## src/rtl/iofn_pkg.sv

```systemverilog
package iofn_pkg;

    typedef enum logic [2:0] {
        FK_INIT   = 3'd0,
        FK_SETDEV = 3'd1,
        FK_IRQ    = 3'd2,
        FK_SWA    = 3'd3,
        FK_SWB    = 3'd4,
        FK_DEVICE = 3'd5
    } fn_kind_e;

    localparam int unsigned CODE_INIT   = 0;
    localparam int unsigned CODE_SETDEV = 1;
    localparam int unsigned CODE_IRQ    = 2;
    localparam int unsigned CODE_SWA    = 3;
    localparam int unsigned CODE_SWB    = 4;

endpackage

```

## src/rtl/iofn_decode.sv

```systemverilog
module iofn_decode
    import iofn_pkg::*;
#(
    parameter int unsigned DATA_W = 8
) (
    input  logic [DATA_W-1:0] func_code,
    output fn_kind_e          kind
);

    always_comb begin
        if (func_code == DATA_W'(CODE_INIT))        kind = FK_INIT;
        else if (func_code == DATA_W'(CODE_SETDEV)) kind = FK_SETDEV;
        else if (func_code == DATA_W'(CODE_IRQ))    kind = FK_IRQ;
        else if (func_code == DATA_W'(CODE_SWA))    kind = FK_SWA;
        else if (func_code == DATA_W'(CODE_SWB))    kind = FK_SWB;
        else                                        kind = FK_DEVICE;
    end

endmodule

```

## src/rtl/iofn_devsel.sv

```systemverilog
module iofn_devsel #(
    parameter int unsigned DATA_W  = 8,
    parameter int unsigned NUM_DEV = 4
) (
    input  logic [DATA_W-1:0]         cur_dev,
    input  logic [NUM_DEV*DATA_W-1:0] dev_rdata,
    output logic [NUM_DEV-1:0]        hit,
    output logic                      any_hit,
    output logic [DATA_W-1:0]         sel_rdata
);

    logic [DATA_W-1:0] masked [NUM_DEV];

    for (genvar i = 0; i < NUM_DEV; i++) begin : g_dev
        assign hit[i]    = (cur_dev == DATA_W'(i));
        assign masked[i] = hit[i] ? dev_rdata[i*DATA_W +: DATA_W] : '0;
    end

    always_comb begin
        sel_rdata = '0;
        for (int i = 0; i < NUM_DEV; i++) begin
            sel_rdata = sel_rdata | masked[i];
        end
    end

    assign any_hit = |hit;

endmodule

```

## src/rtl/iofn_selector.sv

```systemverilog
module iofn_selector
    import iofn_pkg::*;
#(
    parameter int unsigned DATA_W  = 8,
    parameter int unsigned NUM_DEV = 4
) (
    input  logic                      clk,
    input  logic                      rst_n,
    input  logic                      io_rd_stb,
    input  logic                      io_wr_stb,
    input  logic [DATA_W-1:0]         func_code,
    input  logic [DATA_W-1:0]         acc_in,
    input  logic [DATA_W-1:0]         irq_status,
    input  logic [DATA_W-1:0]         sw_bank_a,
    input  logic [DATA_W-1:0]         sw_bank_b,
    input  logic [NUM_DEV*DATA_W-1:0] dev_rdata,
    output logic [DATA_W-1:0]         rd_data,
    output logic                      init_pulse,
    output logic [DATA_W-1:0]         cur_dev,
    output logic [NUM_DEV-1:0]        dev_sel,
    output logic                      dev_rd_stb,
    output logic                      dev_wr_stb,
    output logic [DATA_W-1:0]         dev_func,
    output logic [DATA_W-1:0]         dev_wdata
);

    localparam logic [DATA_W-1:0] FILL = '1;

    typedef struct packed {
        logic [DATA_W-1:0]  rd_data;
        logic [DATA_W-1:0]  cur_dev;
        logic               init;
        logic [NUM_DEV-1:0] sel;
        logic               rd_stb;
        logic               wr_stb;
        logic [DATA_W-1:0]  func;
        logic [DATA_W-1:0]  wdata;
    } state_t;

    state_t   st_d, st_q;
    fn_kind_e kind;

    logic [NUM_DEV-1:0] hit;
    logic               any_hit;
    logic [DATA_W-1:0]  sel_rdata;

    iofn_decode #(.DATA_W(DATA_W)) u_decode (
        .func_code (func_code),
        .kind      (kind)
    );

    iofn_devsel #(.DATA_W(DATA_W), .NUM_DEV(NUM_DEV)) u_devsel (
        .cur_dev   (st_q.cur_dev),
        .dev_rdata (dev_rdata),
        .hit       (hit),
        .any_hit   (any_hit),
        .sel_rdata (sel_rdata)
    );

    always_comb begin
        st_d        = st_q;
        st_d.init   = 1'b0;
        st_d.sel    = '0;
        st_d.rd_stb = 1'b0;
        st_d.wr_stb = 1'b0;
        if (io_wr_stb) begin
            unique case (kind)
                FK_INIT: begin
                    st_d.init    = 1'b1;
                    st_d.cur_dev = '0;
                end
                FK_SETDEV: st_d.cur_dev = acc_in;
                FK_DEVICE: begin
                    st_d.wr_stb = 1'b1;
                    st_d.sel    = hit;
                    st_d.func   = func_code;
                    st_d.wdata  = acc_in;
                end
                default: ;
            endcase
        end else if (io_rd_stb) begin
            unique case (kind)
                FK_IRQ:    st_d.rd_data = irq_status;
                FK_SWA:    st_d.rd_data = sw_bank_a;
                FK_SWB:    st_d.rd_data = sw_bank_b;
                FK_DEVICE: begin
                    st_d.rd_stb  = 1'b1;
                    st_d.sel     = hit;
                    st_d.func    = func_code;
                    st_d.wdata   = acc_in;
                    st_d.rd_data = any_hit ? sel_rdata : FILL;
                end
                default:   st_d.rd_data = FILL;
            endcase
        end
    end

    always_ff @(posedge clk) begin
        if (!rst_n) st_q <= '0;
        else        st_q <= st_d;
    end

    assign rd_data    = st_q.rd_data;
    assign init_pulse = st_q.init;
    assign cur_dev    = st_q.cur_dev;
    assign dev_sel    = st_q.sel;
    assign dev_rd_stb = st_q.rd_stb;
    assign dev_wr_stb = st_q.wr_stb;
    assign dev_func   = st_q.func;
    assign dev_wdata  = st_q.wdata;

endmodule

```

## config.mk

```make
export PLATFORM = sky130hd
export DESIGN_NAME = iofn_selector
export DESIGN_NICKNAME = d
export VERILOG_FILES = /design/src/rtl/iofn_pkg.sv /design/src/rtl/iofn_decode.sv /design/src/rtl/iofn_devsel.sv /design/src/rtl/iofn_selector.sv
export SDC_FILE = /design/constraint.sdc
export NUM_CORES = 1
export LEC_CHECK = 0
export ABC_AREA = 1
export BUFFER_PORTS_ARGS = -buffer_cell sky130_fd_sc_hd__buf_2
export CORE_MARGIN = 3
export CORE_UTILIZATION = 46
export CTS_CLUSTER_DIAMETER = 100
export CTS_CLUSTER_SIZE = 30
export DETAILED_ROUTE_END_ITERATION = 10
export PLACE_DENSITY = 0.85
export SLEW_MARGIN = 25
export SYNTH_ARGS = -nofsm -noshare
export SYNTH_HDL_FRONTEND = slang
export SYNTH_HIERARCHICAL = 1
export SYNTH_SLANG_ARGS = --single-unit
```

## constraint.sdc

```tcl
create_clock -name clk -period 1.95 [get_ports clk]
set_input_delay 0.39 -clock clk [delete_from_list [all_inputs] [get_ports clk]]
set_output_delay 0.39 -clock clk [all_outputs]
set_load 0.02 [all_outputs]
```

After elaboration in Yosys (flattened, before gate mapping):

Cells that the tools add are included.

* bits in registers: 39
* input bits: 76
* output and inout port bits: 39
* word-level logic and storage cells: 58

* eq/ne operators: 12
* multiplexer cells: 21
* bitwise logic cells: 6
* reduce and logical (&&, ||, !) cells: 11

Operator list (count)
* $mux 16: 3
* $mux 8: 5
* $eq 8x2->1 const B: 4
* $pmux 8 s4: 1
* $or 8x8->8: 3
* $mux 17: 1
* $eq 8x1->1 const B: 2
* $logic_not 8->1: 2
* $pmux 8 s2: 1
* $mux 3: 4
* $mux 5: 2
* $eq 8x3->1 const B: 1
* $mux 4: 2
* $reduce_and 2->1: 4
* $eq 3x2->1 const B: 2
* $eq 3x3->1 const B: 2
* $reduce_bool 2->1: 2
* $reduce_or 4->1: 1
* $eq 3x1->1 const B: 1
* $logic_not 3->1: 1
* $not 1->1: 3
* $reduce_or 3->1: 1
* $mux 1: 2

Depth between registers and ports, before layout:

* depth in word-level cells: 10
* gate-level depth with buffers: 14
* depth with buffers taken out: 13

Hierarchy:

Netlist, hierarchy kept.

Modules (own cells, without submodules)
* iofn_selector: instances 1, cells each 244, area an instance 1759.2 um2, seq. area each 780.7 um2
* iofn_devsel: instances 1, cells each 99, area an instance 467.9 um2, seq. area each 0.0 um2
* iofn_decode: instances 1, cells each 33, area an instance 145.1 um2, seq. area each 0.0 um2

Worst setup path before layout:

Ideal clock, no wire load.

* path type: input-to-reg
* start: input port func_code[4]
* end: register st_q, in the netlist dev_func[7]
* setup time: 0.118 ns
* arrival time: 1.533 ns
* data required time: 1.832 ns
* setup slack: 0.299 ns
* cell stages on the path: 12
* buffers on the path: 1
* cell sequence: inv_1 nand2_1 nor2_4 nand2_1 nand2_1 nor2_1 inv_2 nor2_8 nand2_4 clkbuf_1 nor3_1 nor2_1

* elaborated cells on any way between the ends: 12
* those cells by class: eq/ne: 5; mux: 5; reduce/logical: 2

RTL lines
* start: declaration: RTL line iofn_selector.sv:11 `input logic [DATA_W-1:0] func_code,`
* $eq 8x2->1: RTL line iofn_decode.sv:14 `else if (func_code == DATA_W'(CODE_SWA)) kind = FK_SWA;`
* $mux 3: RTL line iofn_decode.sv:14
* $mux 3: RTL line iofn_decode.sv:13 `else if (func_code == DATA_W'(CODE_IRQ)) kind = FK_IRQ;`
* $mux 3: RTL line iofn_decode.sv:12 `else if (func_code == DATA_W'(CODE_SETDEV)) kind = FK_SETDEV;`
* $mux 3 *: RTL line iofn_decode.sv:11 `if (func_code == DATA_W'(CODE_INIT)) kind = FK_INIT;`
* named net kind[2]: RTL line iofn_selector.sv:41 `fn_kind_e kind;`
* $eq 3x3->1 *: RTL line iofn_selector.sv:67, iofn_selector.sv:82
* $reduce_and 2->1 (no line) *
* end signal: assignment: RTL line iofn_selector.sv:100 `else st_q <= st_d;`
* end: declaration: RTL line iofn_selector.sv:40 `state_t st_d, st_q;`

Mark *: on every way through the listed nets, which the timed path passes. The rest lies on a longest branch.
A chain may end at the register's enable or synchronous reset.

Worst setup path after layout:

* start: register st_q, in the netlist cur_dev[5]
* end: register st_q, in the netlist rd_data[2]

* elaborated cells on any way between the ends: 14
* those cells by class: eq/ne: 3; mux: 6; bitwise: 3; reduce/logical: 2

RTL lines
* $logic_not 8->1: RTL line iofn_devsel.sv:15 `assign hit[i] = (cur_dev == DATA_W'(i));`
* named net hit[0]: RTL line iofn_selector.sv:43 `logic [NUM_DEV-1:0] hit;`
* $reduce_or 4->1: RTL line iofn_devsel.sv:26 `assign any_hit = |hit;`
* named net any_hit: RTL line iofn_selector.sv:44 `logic any_hit;`
* $mux 8: RTL line iofn_selector.sv:91 `st_d.rd_data = any_hit ? sel_rdata : FILL;`
* $pmux 8 s4: RTL line iofn_selector.sv:82 `unique case (kind)`

The timed path passes the listed nets, and every way through them passes these cells.

==> results.json <==
{
  "cts.reportedPaths.clkPinSlew_ns": 0.07,
  "cts.sinks": 39,
  "top_layer_used": "met4",
  "via_count": 2762,
  "cts_hold_buf": 0,
  "vdd_drop_max_mv": 0.499,
  "end_kind": "register",
  "cts_buffers": 5,
  "first_global_vias": 2646,
  "ctsResizeCount": 0,
  "fin_crit_ns": 1.69,
  "final_hold_viol_count": 0,
  "fin_setup_tns_ns": 0,
  "grt_pass1_wl_um": 11800,
  "die_area_um2": 6060,
  "synth_seq_cells": 39,
  "clk_path_buf_depth": 2,
  "crit_fanout": 10,
  "crit_family": "simple AND/OR/NAND/NOR gates",
  "wl_met3_um": 655,
  "num_rows": 25,
  "gp_congestion": 0.869,
  "firstDrtPassIters": 4,
  "slew_headroom_pct": 59.7,
  "routed_wl_um": 6970,
  "die_w_um": 77.8,
  "via_per_inst": 4.95,
  "core_area_um2": 4850,
  "synth_area_per_cell_um2": 6.31,
  "cts_tree": "done",
  "start_util_pct": 48.9,
  "htree_levels": 2,
  "dieHeight_um": 77.8,
  "maxCapViolCount": 0,
  "insertion_delay_ns": 0.29,
  "rsz0062_at_grt": "false",
  "powerDensity_nw_per_um2": 604,
  "netlist_area_um2": 2370,
  "cp.arrival_ns": 1.87,
  "final_cell_area_um2": 3120,
  "setup_viol": 0,
  "grt_max_degree": 25,
  "ant_nets": 0,
  "drt_iter0_markers": 183,
  "cts_root_buf": "clkbuf_8",
  "met1Wirelength_um": 3010,
  "crit_required_ns": 2.13,
  "drt_drc_violations_left": 0,
  "ios": 115,
  "synthCells": 376,
  "synth_cell_types": 25,
  "syn_nets": 452,
  "crit_slowest_cell": "dfxtp_1",
  "max_freq_ghz": 0.592,
  "status": "complete, no violations",
  "path_buf_inv": 0,
  "wl_per_cell_um": 12.5,
  "worst_pin_slew_ns": 0.603,
  "p_total_mw": 1.88,
  "synth_warnings": 6,
  "overflow": 0,
  "skew_ns": 0.00281,
  "slowest_delay_ns": 0.34,
  "wl_met2_um": 3220,
  "antenna_found_initial": 0,
  "critical_path_class": "reg -> reg",
  "port_buffers": 114,
  "critPathLaunchType": "register",
  "post-cts-setup-buffers": 0,
  "hold_path.class": "in -> reg",
  "num_antenna_cells": 0,
  "ys_seq_area_share_pct": 32.9,
  "timing.final.crit_share_pct": 86.6,
  "synthToLayoutAreaGrowth_pct": 31.3,
  "grt.total_usage_pct": 23.6,
  "nets": 567,
  "crit_top_cell": "nor2_1",
  "slew_violations": 0,
  "crit_path_cell_trace": "nor2_2, nand2_4, nor2_4, nor2_1, nand2_1, nand2_1, nand3_1, nand3_1, nor2_1, nor2_1",
  "dpl_cell_area_um2": 3010,
  "drive_gt1_share_pct": 32.2,
  "leakage_nw": 1.64,
  "hpwl_um": 5370
}
[kinds of logic (layout without fill, tap and decap cells)]
logic type	count (synthesis)	in the layout	share of synthesized area (%)
simple gates	240	240	48.6
compound gates	32	32	6.75
flops	39	39	32.9
buf+inv	65	180	11.8
[final cells by class]
type | count | area [µm²]
flip-flops and latches | 39 | 781
well taps | 67 | 83.8
multi-input cells | 272 | 1310
fillers | 479 | 1730
repair buffers | 124 | 646
inverters | 49 | 186
clock buffers | 5 | 68.8
clock inverters | 2 | 37.5
[worst paths after layout]
path	slack (ns)	start	cells past startpoint	to
setup reg to reg	0.26	cur_dev[5]	10	rd_data[2]
hold / removal	0.34	io_wr_stb	2	dev_rd_stb
hold reg to reg	0.50	cur_dev[7]	2	cur_dev[7]
setup / recovery	0.26	cur_dev[5]	10	rd_data[2]
[cells in the final DEF, fill, tap and decap left out, types with 10 or more instances in the layout]
| master | n |
|---|---|
| nand4_1 | 11 |
| nand2_1 | 75 |
| inv_1 | 41 |
| buf_4 | 10 |
| buf_2 | 114 |
| nor3_1 | 20 |
| o21ai_0 | 15 |
| nor2_1 | 49 |
| nand3_1 | 62 |
| dfxtp_1 | 39 |
[per-layer routing]
metal | global-route usage (%) | vias to the layer above
li1 | - | 1440
met1 | 29.1 | 1205
met2 | 40.5 | 108
met3 | 5.68 | 9
met4 | 6.41 | 0
met5 | 0 | -
[worst reg2reg max path: stages (launching register included)]
cell	delay, ns
dfxtp_1	0.34
nor2_2	0.16
nand2_4	0.11
nor2_4	0.26
nor2_1	0.08
nand2_1	0.20
nand2_1	0.11
nand3_1	0.10
nand3_1	0.08
nor2_1	0.10
nor2_1	0.05
[power by group]
group	internal, mW	switching, mW
Clock	0.374	0.276
Combinational	0.148	0.223
Sequential	0.839	0.0200
[synth_stat cells]
cell | instances | area share (%)
buf_4 | 2 | 0.63
buf_1 | 1 | 0.16
buf_2 | 2 | 0.42
nand2_4 | 3 | 1.4
nor2_2 | 6 | 1.6
nand4_1 | 11 | 2.9
clkbuf_1 | 8 | 1.3
and3_1 | 1 | 0.26
nand2_1 | 75 | 12
nor2_8 | 1 | 0.84
buf_6 | 3 | 1.4
nor2_1 | 49 | 7.8
dfxtp_1 | 39 | 33
a21oi_1 | 8 | 1.7
nand3_1 | 62 | 13
nor2_4 | 7 | 3.3
nor4_1 | 1 | 0.26
inv_2 | 5 | 0.79
inv_4 | 1 | 0.26
inv_1 | 41 | 6.5
o21ai_0 | 15 | 3.2
clkinv_1 | 2 | 0.32
nand2_2 | 4 | 1.1
o21ai_1 | 9 | 1.9
nor3_1 | 20 | 4.2
[registers in the layout (all words and copies together), names as in the netlist]
signal / flops
cur_dev: 8
dev_func: 8
dev_wdata: 8
rd_data: 8
dev_sel: 4
dev_rd_stb: 1
dev_wr_stb: 1
init_pulse: 1
[stage by stage]
step                std cells  hold WS (ns)  setup WS [ns]  utilization, %
floorplan                 376         0.469          0.299               -
global placement          551         0.476         0.0183            62.1
detailed placement        551         0.484        -0.0339            62.1
CTS                       558         0.336          0.258            64.3
global route              558         0.350         0.0572            64.3
finish                    558         0.342          0.262            64.3
Power figures use the tool's default switching activity.
